<file path="config.mk">
export PLATFORM = sky130hd
export DESIGN_NAME = cop_bus_handshake
export DESIGN_NICKNAME = d
export VERILOG_FILES = /design/src/rtl/cbh_pkg.sv /design/src/rtl/cbh_reset_seq.sv /design/src/rtl/cbh_bus_unit.sv /design/src/rtl/cbh_status.sv /design/src/rtl/cop_bus_handshake.sv
export SDC_FILE = /design/constraint.sdc
export NUM_CORES = 1
export LEC_CHECK = 0
export BUFFER_PORTS_ARGS = -buffer_cell sky130_fd_sc_hd__buf_2
export CAP_MARGIN = 20
export CORE_MARGIN = 1
export CORE_UTILIZATION = 40
export DETAILED_ROUTE_END_ITERATION = 6
export PLACE_DENSITY = 0.67
export SYNTH_ARGS = -nofsm -noshare
export SYNTH_HDL_FRONTEND = slang
export SYNTH_HIERARCHICAL = 1
export SYNTH_SLANG_ARGS = --single-unit
export TNS_END_PERCENT = 100
</file>
<file path="constraint.sdc">
create_clock -name clk2 -period 1.9 [get_ports clk2]
set_input_delay 0.38 -clock clk2 [delete_from_list [all_inputs] [get_ports clk2]]
set_output_delay 0.38 -clock clk2 [all_outputs]
set_load 0.02 [all_outputs]
</file>
<file path="src/rtl/cbh_pkg.sv">
package cbh_pkg;

    localparam int unsigned CBH_DW  = 32;
    localparam int unsigned CBH_OPW = 16;

    localparam logic [CBH_OPW-1:0] OPC_INIT  = 16'hDBE3;
    localparam logic [CBH_OPW-1:0] OPC_CLEX  = 16'hDBE2;
    localparam logic [CBH_OPW-1:0] OPC_STENV = 16'hD930;
    localparam logic [CBH_OPW-1:0] OPC_SAVE  = 16'hDD30;

    typedef enum logic {
        BS_IDLE = 1'b0,
        BS_DATA = 1'b1
    } bus_state_e;

    typedef struct packed {
        logic wr;
        logic early;
    } bus_txn_t;

    function automatic logic sel_match(input logic en, input logic a_n, input logic b);
        return en & ~a_n & b;
    endfunction

    function automatic logic is_clear_word(input logic [CBH_DW-1:0] w);
        logic opc_hit;
        opc_hit = (w[CBH_OPW-1:0] == OPC_INIT)  || (w[CBH_OPW-1:0] == OPC_CLEX) ||
                  (w[CBH_OPW-1:0] == OPC_STENV) || (w[CBH_OPW-1:0] == OPC_SAVE);
        return opc_hit && (w[CBH_DW-1:CBH_OPW] == '0);
    endfunction

endpackage

</file>
<file path="src/rtl/cbh_reset_seq.sv">
module cbh_reset_seq #(
    parameter int unsigned MIN_RST = 40,
    parameter int unsigned QUIET   = 50
) (
    input  logic clk2,
    input  logic rst_in,
    output logic phase,
    output logic quiet_open,
    output logic viol_short
);
    localparam int unsigned RC_W = $clog2(MIN_RST + 1);
    localparam int unsigned QC_W = $clog2(QUIET + 1);
    localparam logic [RC_W-1:0] RC_MAX = RC_W'(MIN_RST);
    localparam logic [QC_W-1:0] QC_MAX = QC_W'(QUIET);

    logic [RC_W-1:0] rc_q;
    logic [QC_W-1:0] qc_q;
    logic            rst_q;

    always_ff @(posedge clk2) begin
        rst_q <= rst_in;
    end

    // Width of the reset pulse, saturating at the minimum.
    always_ff @(posedge clk2) begin
        if (rst_in) begin
            if (rc_q != RC_MAX) rc_q <= rc_q + 1'b1;
        end else begin
            rc_q <= '0;
        end
    end

    always_ff @(posedge clk2) begin
        if (rst_in) begin
            viol_short <= 1'b0;
        end else if (rst_q && (rc_q < RC_MAX)) begin
            viol_short <= 1'b1;
        end
    end

    // Edges since release, saturating at the quiet limit.
    always_ff @(posedge clk2) begin
        if (rst_in) begin
            qc_q <= '0;
        end else if (qc_q != QC_MAX) begin
            qc_q <= qc_q + 1'b1;
        end
    end

    // Internal bus clock: phase is 0 on the first low edge.
    always_ff @(posedge clk2) begin
        if (rst_in) phase <= 1'b0;
        else        phase <= ~phase;
    end

    assign quiet_open = (qc_q == QC_MAX);

    p_phase_toggles_r4: assert property (@(posedge clk2) disable iff (rst_in)
        $past(!rst_in) |-> (phase != $past(phase)));

    p_short_only_at_release_r2: assert property (@(posedge clk2) disable iff (rst_in)
        $rose(viol_short) |-> $past(rst_in, 2));

endmodule

</file>
<file path="src/rtl/cbh_bus_unit.sv">
module cbh_bus_unit
    import cbh_pkg::*;
(
    input  logic              clk2,
    input  logic              rst_in,
    input  logic              phase,
    input  logic              quiet_open,
    input  logic              ads_n,
    input  logic              rdy_n,
    input  logic              wr,
    input  logic              sel_en,
    input  logic              sel_a_n,
    input  logic              sel_b,
    input  logic [CBH_DW-1:0] data_in,
    input  logic [CBH_DW-1:0] rd_word,
    output logic              ready_n,
    output logic              data_oe,
    output logic [CBH_DW-1:0] data_out,
    output logic              clr_err,
    output logic              viol_early
);
    bus_state_e        state_q;
    bus_txn_t          txn_q;
    logic              bus_free_q;
    logic [CBH_DW-1:0] dout_q;
    logic              sample;
    logic              hit;

    assign sample = phase && !ads_n && bus_free_q && (state_q == BS_IDLE);
    assign hit    = sample && sel_match(sel_en, sel_a_n, sel_b);

    always_ff @(posedge clk2) begin
        if (rst_in) begin
            state_q    <= BS_IDLE;
            txn_q      <= '0;
            bus_free_q <= 1'b1;
            dout_q     <= '0;
            clr_err    <= 1'b0;
            viol_early <= 1'b0;
        end else begin
            clr_err <= 1'b0;
            if (phase) begin
                if (sample)      bus_free_q <= 1'b0;
                else if (!rdy_n) bus_free_q <= 1'b1;
                case (state_q)
                    BS_IDLE: begin
                        if (hit) begin
                            state_q     <= BS_DATA;
                            txn_q.wr    <= wr;
                            txn_q.early <= wr && !quiet_open;
                            if (wr && !quiet_open) viol_early <= 1'b1;
                            if (!wr) dout_q <= rd_word;
                        end
                    end
                    default: begin
                        state_q <= BS_IDLE;
                        if (txn_q.wr && !txn_q.early && is_clear_word(data_in))
                            clr_err <= 1'b1;
                    end
                endcase
            end
        end
    end

    assign ready_n  = (state_q != BS_DATA);
    assign data_oe  = (state_q == BS_DATA) && !txn_q.wr;
    assign data_out = data_oe ? dout_q : '0;

    p_ready_needs_select_r5: assert property (@(posedge clk2) disable iff (rst_in)
        $fell(ready_n) |-> $past(sel_en && !sel_a_n && sel_b && !ads_n && phase));

    p_ready_two_cycles_r5: assert property (@(posedge clk2) disable iff (rst_in)
        $fell(ready_n) |=> !ready_n);

    p_oe_read_only_r7: assert property (@(posedge clk2) disable iff (rst_in)
        $rose(data_oe) |-> $past(!wr));

    p_early_flagged_r3: assert property (@(posedge clk2) disable iff (rst_in)
        (hit && wr && !quiet_open) |=> viol_early);

    p_free_needed_r6: assert property (@(posedge clk2) disable iff (rst_in)
        (sample && rdy_n) |=> !bus_free_q);

endmodule

</file>
<file path="src/rtl/cbh_status.sv">
module cbh_status (
    input  logic clk2,
    input  logic rst_in,
    input  logic eng_busy,
    input  logic fifo_rdy,
    input  logic eng_es,
    input  logic clr_err,
    output logic xfer_req,
    output logic busy_n,
    output logic error_n
);
    logic xfer_q;
    logic busy_q;
    logic err_q;

    always_ff @(posedge clk2) begin
        if (rst_in) begin
            xfer_q <= 1'b0;
            busy_q <= 1'b0;
        end else begin
            xfer_q <= fifo_rdy & eng_busy;
            busy_q <= eng_busy | xfer_q;
        end
    end

    // Presence indication out of reset, then sticky until a clearing word.
    always_ff @(posedge clk2) begin
        if (rst_in)      err_q <= 1'b1;
        else if (err_q)  err_q <= !clr_err;
        else             err_q <= eng_es;
    end

    assign xfer_req = xfer_q;
    assign busy_n   = !busy_q;
    assign error_n  = !err_q;

    p_xfer_drops_first_r12: assert property (@(posedge clk2) disable iff (rst_in)
        $fell(busy_q) |-> !$past(xfer_q));

    p_err_sticky_r9: assert property (@(posedge clk2) disable iff (rst_in)
        (err_q && !clr_err) |=> err_q);

    p_err_follows_es_r10: assert property (@(posedge clk2) disable iff (rst_in)
        (!err_q && eng_es) |=> err_q);

endmodule

</file>
<file path="src/rtl/cop_bus_handshake.sv">
module cop_bus_handshake
    import cbh_pkg::*;
#(
    parameter int unsigned MIN_RST = 40,
    parameter int unsigned QUIET   = 50
) (
    input  logic              clk2,
    input  logic              rst_in,
    input  logic              ads_n,
    input  logic              rdy_n,
    input  logic              wr,
    input  logic              sel_en,
    input  logic              sel_a_n,
    input  logic              sel_b,
    input  logic [CBH_DW-1:0] data_in,
    input  logic [CBH_DW-1:0] rd_word,
    input  logic              eng_busy,
    input  logic              fifo_rdy,
    input  logic              eng_es,
    output logic              ready_n,
    output logic              busy_n,
    output logic              xfer_req,
    output logic              error_n,
    output logic [CBH_DW-1:0] data_out,
    output logic              data_oe,
    output logic              viol_rst_short,
    output logic              viol_early_wr
);
    logic phase;
    logic quiet_open;
    logic clr_err;

    cbh_reset_seq #(.MIN_RST(MIN_RST), .QUIET(QUIET)) u_rst (
        .clk2       (clk2),
        .rst_in     (rst_in),
        .phase      (phase),
        .quiet_open (quiet_open),
        .viol_short (viol_rst_short)
    );

    cbh_bus_unit u_bus (
        .clk2       (clk2),
        .rst_in     (rst_in),
        .phase      (phase),
        .quiet_open (quiet_open),
        .ads_n      (ads_n),
        .rdy_n      (rdy_n),
        .wr         (wr),
        .sel_en     (sel_en),
        .sel_a_n    (sel_a_n),
        .sel_b      (sel_b),
        .data_in    (data_in),
        .rd_word    (rd_word),
        .ready_n    (ready_n),
        .data_oe    (data_oe),
        .data_out   (data_out),
        .clr_err    (clr_err),
        .viol_early (viol_early_wr)
    );

    cbh_status u_stat (
        .clk2     (clk2),
        .rst_in   (rst_in),
        .eng_busy (eng_busy),
        .fifo_rdy (fifo_rdy),
        .eng_es   (eng_es),
        .clr_err  (clr_err),
        .xfer_req (xfer_req),
        .busy_n   (busy_n),
        .error_n  (error_n)
    );

    p_reset_pins_r1: assert property (@(posedge clk2)
        (rst_in && $past(rst_in)) |-> (ready_n && busy_n && !xfer_req && !error_n && !data_oe));

endmodule

</file>
==> qor.csv, run 1 <==
stage;metric;value;unit
outcome;status;completed;
floorplan;start_util;0.425;
setup_path;crit_arrival;1370;ps
global_routing;grt_overflow;0;
yosys;synth-edff-count;0;
hold_path;worstHoldPathType;in2reg;
yosys;ys_ff_latch;56;
clock_tree;post_cts_buffers;0;
timing;rsz0062_at_grt;no;
clock_tree;cts_root_buffer;clkbuf_8;
power_and_ir_drop;p_comb_frac;0.101;
floorplan;row_count;29;
detailed_routing;antenna_left;0;
clock_tree;clkSinkCount;56;
detailed_routing;wl_per_cell;11.6;um
timing;hold-worst-slack;284;ps
detailed_routing;wl;5.57;mm
job;maxCapViolCount;0;
final_layout;area_growth;24.7;%
setup_path;critPathCaptureType;output pin;
setup_path;start_kind;flip-flop;
yosys;syn_nets;374;
power_and_ir_drop;p_leak;1.54;nW
setup_path;path_class;reg2out;
floorplan;die_width;85.3;um
power_and_ir_drop;internal_power;1.62;mW
power_and_ir_drop;vdd_ir_drop_max;0.000290;V
detailed_routing;drtPass1Iterations;4;
final_layout;num_antenna_cells;0;
final_layout;fillCellCount;620;
yosys;syn_avg_cell_area;9.41;sq um
timing;skew;3.94;ps
timing;worst_pin_slew;300;ps
yosys;syn_area;2780;sq um
clock_tree;cts_hold_buf;0;
floorplan;ios;114;
place;gp_congestion;0.726;
clock_tree;cts_buffer_depth;2;
yosys;syn_inst;295;
global_routing;grt_max_degree;92;
yosys;ys_seq_area_frac;0.404;
clock_tree;insertion_delay;310;ps
setup_path;path_max_fanout;33;
power_and_ir_drop;switchingPower;0.471;mW
detailed_routing;remaining_drc_errors;0;
timing;fmax;0.572;GHz
power_and_ir_drop;power_frac_seq;0.582;
place;dp_slack;254;ps
global_routing;antenna_found_initial;0;
timing;hold_viol;0;
yosys;ys_async_sr_fraction;0;
timing;setup_viol;0;
timing;maxSlewViolCount;0;
detailed_routing;drt_iter0_drc;65;
clock_tree;path_clk_slew;90;ps
global_routing;grt_pass1_wl;9.16;mm
clock_tree;cts_tree;built;
clock_tree;cts_htree_levels;2;
clock_tree;cts_buffers;5;
final_layout;layout-drive-gt1-share;0.326;
setup_path;max_stage_delay;350;ps
detailed_routing;avgViaCountPerCell;4.70;
setup_path;worstPathCellList;inv_1 -> nor2_2 -> buf_12 -> and2_1 -> buf_2;
yosys;synth_top_flop_cell;dfxtp_1;
floorplan;die_height;85.3;um
global_routing;track_usage;0.156;
power_and_ir_drop;pwr_density_cell;603;nW/um^2
timing;worst_slack;153;ps
final_layout;layout.nets;480;
timing;fin_setup_tns;0;ps
power_and_ir_drop;netSwitchingFraction;0.225;
timing;fin_crit;1750;ps
timing;maxSlewHeadroom;0.795;
place;io_buffer_count;113;
yosys;synth_cell_types;38;
place;dp_hpwl;3.92;mm
detailed_routing;vias;2250;
floorplan;die-area;7280;sq um
timing;period_share;0.919;
yosys;yosysWarnings;6;
setup_path;cp_slowest_cell;dfxtp_1;
setup_path;cp.required;1520;ps
global_routing;grt_pass1_vias;2174;
power_and_ir_drop;clockPowerShare;0.317;
floorplan;core-area;6530;sq um
clock_tree;cts_resized;0;
==> worst max-delay path: cells and delay by family, from the launching register on <==
family	cells	cell delay [ps]
AND/OR/NAND/NOR	2	280
flip-flops	1	350
buffers and inverters	3	420
==> Yosys cell counts (2+ instances only) <==
cell	n	share of area
nor4bb_1	2	0.0072
clkbuf_1	11	0.015
nand2_1	7	0.0095
nor4_1	3	0.0068
xnor2_1	3	0.0095
and2_1	33	0.074
nor3_1	3	0.0054
nand3_1	8	0.014
o21ai_0	2	0.0036
and3_1	2	0.0045
ha_1	4	0.018
xor2_1	3	0.0095
mux2_4	2	0.011
or3_1	2	0.0045
a21oi_1	7	0.013
nor2_1	16	0.022
inv_1	8	0.011
nand2b_1	65	0.15
and3b_1	2	0.0063
dfxtp_1	56	0.40
buf_12	3	0.022
nand4_1	3	0.0068
buf_6	2	0.0081
mux2i_1	34	0.12
==> flip-flops by register name, summed over array words and instances (netlist names), 2 cells and up <==
| register | flops |
|---|---|
| u_bus/dout_q | 32 |
| u_rst/qc_q | 6 |
| u_bus/txn_q | 2 |
| u_rst/rc_q | 6 |
==> per-layer routing <==
layer  vias up  global-route usage  part of all wire
met5         -                   0                 0
met4         0              0.0455             0.013
met3         6              0.0389             0.054
met2        63               0.283              0.48
met1      1004               0.181              0.46
li1       1177                   -                 -
==> logic make-up after synthesis <==
family          synth area share
simple gates               0.337
flops                      0.404
mux                        0.133
buf+inv                   0.0572
compound gates            0.0320
xor+xnor                  0.0189
fa+ha+maj                 0.0180
==> placed cells by master, fill, tap and decap left out, types with 4 or more instances in the layout <==
cell,count
nand2_1,7
mux2i_1,34
inv_1,8
and2_1,33
a21oi_1,7
dfxtp_1,56
clkbuf_8,6
nand3_1,8
nand2b_1,65
buf_2,113
nor2_1,15
ha_1,4
==> through the flow <==
stage	cells	util	cell area (sq um)	power [mW]
after floorplan	295	-	2780	1.35
after global routing	479	0.530	3460	2.19
after global placement	471	0.516	3370	1.45
final	479	0.530	3460	2.09
after CTS	479	0.530	3460	2.12
after detailed placement	471	0.516	3370	1.46
==> power by group through the flow <==
stage,Combinational (mW),Sequential [mW],Clock (mW)
CTS,0.215,1.22,0.686
floorplan,0.111,1.24,0
global placement,0.210,1.24,0
detailed placement,0.214,1.24,0
finish,0.211,1.22,0.662
global route,0.238,1.22,0.730
==> path summary, 6_finish.rpt <==
| path | start | end | slack, ps | depth (start not counted) |
|---|---|---|---|---|
| max | u_bus/state_q$_SDFFE_PP0P_ | data_out[10] | 150 | 5 |
| min reg2reg | u_bus/viol_early$_SDFFE_PP0P_ | u_bus/viol_early$_SDFFE_PP0P_ | 450 | 2 |
| min | eng_es | u_stat/err_q$_SDFF_PP1_ | 280 | 2 |
| max reg2reg | u_rst/phase$_SDFF_PP0_ | u_bus/dout_q[31]$_SDFFE_PP0P_ | 420 | 4 |
==> cell type report <==
type | instances | area, sq um | share of cell area
clock buffer | 8 | 90.1 | 0.0260
inverter | 8 | 30.0 | 0.00867
multi-input combinational | 214 | 1500 | 0.433
sequential | 56 | 1120 | 0.324
tap | 77 | 96.3 | 0.0278
timing repair buffer | 116 | 626 | 0.181
Note: power is estimated with default switching activity, not from simulation.
==> run 2: changes to the inputs <==
- clock period: 1.9 -> 2.2 ns (I/O delays scaled with it)
==> qor.csv, run 2 (same netlist as run 1, synthesis figures left out) <==
stage;metric;value;unit;change
outcome;status;completed;;
power_and_ir_drop;vdd_ir_drop_max;0.000254;V;-12%
detailed_routing;avgViaCountPerCell;4.66;;-0.80%
clock_tree;cts_htree_levels;2;;unchanged
clock_tree;insertion_delay;310;ps;about the same
detailed_routing;drtPass1Iterations;4;;unchanged
setup_path;start_kind;flip-flop;;
global_routing;grt_overflow;0;;unchanged
detailed_routing;vias;2232;;-0.80%
floorplan;row_count;29;;unchanged
timing;rsz0062_at_grt;no;;
floorplan;die-area;7280;sq um;unchanged
final_layout;layout.nets;480;;unchanged
detailed_routing;wl;5.51;mm;-0.95%
final_layout;reg.largest.list;u_bus/dout_q (32), u_rst/qc_q (6), u_rst/rc_q (6);;
setup_path;cp_slowest_cell;dfxtp_1;;
global_routing;grt_pass1_wl;9.06;mm;-1.1%
setup_path;cp.required;1760;ps;+240 ps
hold_path;worstHoldPathType;in2reg;;
setup_path;crit_arrival;1480;ps;+110 ps
global_routing;grt_pass1_vias;2156;;-0.83%
power_and_ir_drop;pwr_density_cell;520;nW/um^2;-14%
clock_tree;cts_tree;built;;
setup_path;path_class;reg2out;;
job;maxCapViolCount;0;;unchanged
floorplan;core-area;6530;sq um;unchanged
setup_path;worstPathCellList;inv_1 -> nor2_2 -> buf_4 -> and2_1 -> buf_2;;
place;dp_hpwl;3.89;mm;-0.68%
setup_path;max_stage_delay;350;ps;about the same
timing;hold_viol;0;;unchanged
final_layout;layout.area.seq;1120;sq um;unchanged
final_layout;multi_input_area;1500;sq um;unchanged
clock_tree;path_clk_slew;90;ps;about the same
place;io_buffer_count;113;;unchanged
detailed_routing;wl_per_cell;11.5;um;-0.95%
timing;fin_setup_tns;0;ps;unchanged
detailed_routing;antenna_left;0;;unchanged
global_routing;grt_max_degree;92;;unchanged
clock_tree;post_cts_buffers;0;;unchanged
timing;setup_viol;0;;unchanged
power_and_ir_drop;p_leak;1.54;nW;-0.18%
place;gp_congestion;0.728;;+0.26%
final_layout;fillCellCount;621;;+0.16%
final_layout;area_growth;24.3;%;
timing;period_share;0.871;;
clock_tree;cts_hold_buf;0;;unchanged
global_routing;antenna_found_initial;0;;unchanged
final_layout;num_antenna_cells;0;;unchanged
floorplan;die_width;85.3;um;unchanged
floorplan;ios;114;;unchanged
detailed_routing;drt_iter0_drc;85;;+31%
timing;skew;4.03;ps;+0.0889 ps
timing;fmax;0.522;GHz;
clock_tree;cts_resized;0;;unchanged
final_layout;largest_reg_flops;32;;unchanged
clock_tree;cts_buffers;5;;unchanged
final_layout;post-route-util;0.528;;-0.00192
floorplan;die_height;85.3;um;unchanged
floorplan;start_util;0.425;;unchanged
final_layout;mostFrequentLayoutCells;buf_2, nand2b_1, dfxtp_1;;
timing;maxSlewViolCount;0;;unchanged
setup_path;critPathCaptureType;output pin;;
clock_tree;cts_buffer_depth;2;;unchanged
timing;fin_crit;1920;ps;
clock_tree;cts_root_buffer;clkbuf_8;;
final_layout;regMostFlops;u_bus/dout_q;;
timing;maxSlewHeadroom;0.769;;-0.0258
detailed_routing;remaining_drc_errors;0;;unchanged
final_layout;layout-drive-gt1-share;0.326;;unchanged
global_routing;track_usage;0.156;;about the same
timing;worst_pin_slew;337;ps;+37.7 ps
setup_path;path_max_fanout;33;;unchanged
final_layout;final_common_cell;buf_2;;
clock_tree;clkSinkCount;56;;unchanged
==> run 2: changes by cell type in the layout (fill, tap and decap cells not counted) <==
cell / delta
buf_12: -1
buf_4: +1
==> run 2: worst max-delay path, delay by kind of cell (launching register included) <==
family                 cells  cell delay, ps
flip-flops                 1             350
AND/OR/NAND/NOR            2             270
buffers and inverters      3             550
==> run 2: cell type report <==
| cell class | count | share of cell area |
|---|---|---|
| Sequential cell | 56 | 0.325 |
| Multi-Input combinational cell | 214 | 0.435 |
| Timing Repair Buffer | 116 | 0.178 |
| Clock buffer | 8 | 0.0261 |
| Tap cell | 77 | 0.0279 |
| Inverter | 8 | 0.00870 |
==> run 2: final timing paths <==
check	endpoint	depth (start not counted)	slack (ps)	from
worst max-delay path	data_out[9]	5	280	u_bus/state_q$_SDFFE_PP0P_
worst min-delay path	u_stat/err_q$_SDFF_PP1_	2	340	eng_es
worst max register to register	u_bus/dout_q[2]$_SDFFE_PP0P_	4	740	u_rst/phase$_SDFF_PP0_
worst min register to register	u_bus/viol_early$_SDFFE_PP0P_	2	450	u_bus/viol_early$_SDFFE_PP0P_
==> run 2: where the power goes <==
group          switching [mW]  internal (mW)  leakage [nW]
Clock                   0.307          0.257        0.0455
Sequential             0.0161           1.03         0.454
Combinational          0.0755          0.106          1.04
==> run 2: routing by layer <==
layer,global-route usage,up-vias,share of wire
met3,0.0360,6,0.054
met5,0,-,0
li1,-,1175,-
met4,0.0545,0,0.015
met2,0.287,60,0.49
met1,0.176,991,0.44
==> run 2: through the flow <==
step	hold slack, ps	setup slack (ps)	instance area, sq um	total power, mW	cells
6_report	339	283	3450	1.80	479
3_5_place_dp	443	516	3360	1.26	471
2_1_floorplan	433	457	2780	1.17	295
5_1_grt	336	167	3450	1.88	479
3_3_place_gp	441	571	3360	1.25	471
4_1_cts	333	261	3450	1.83	479
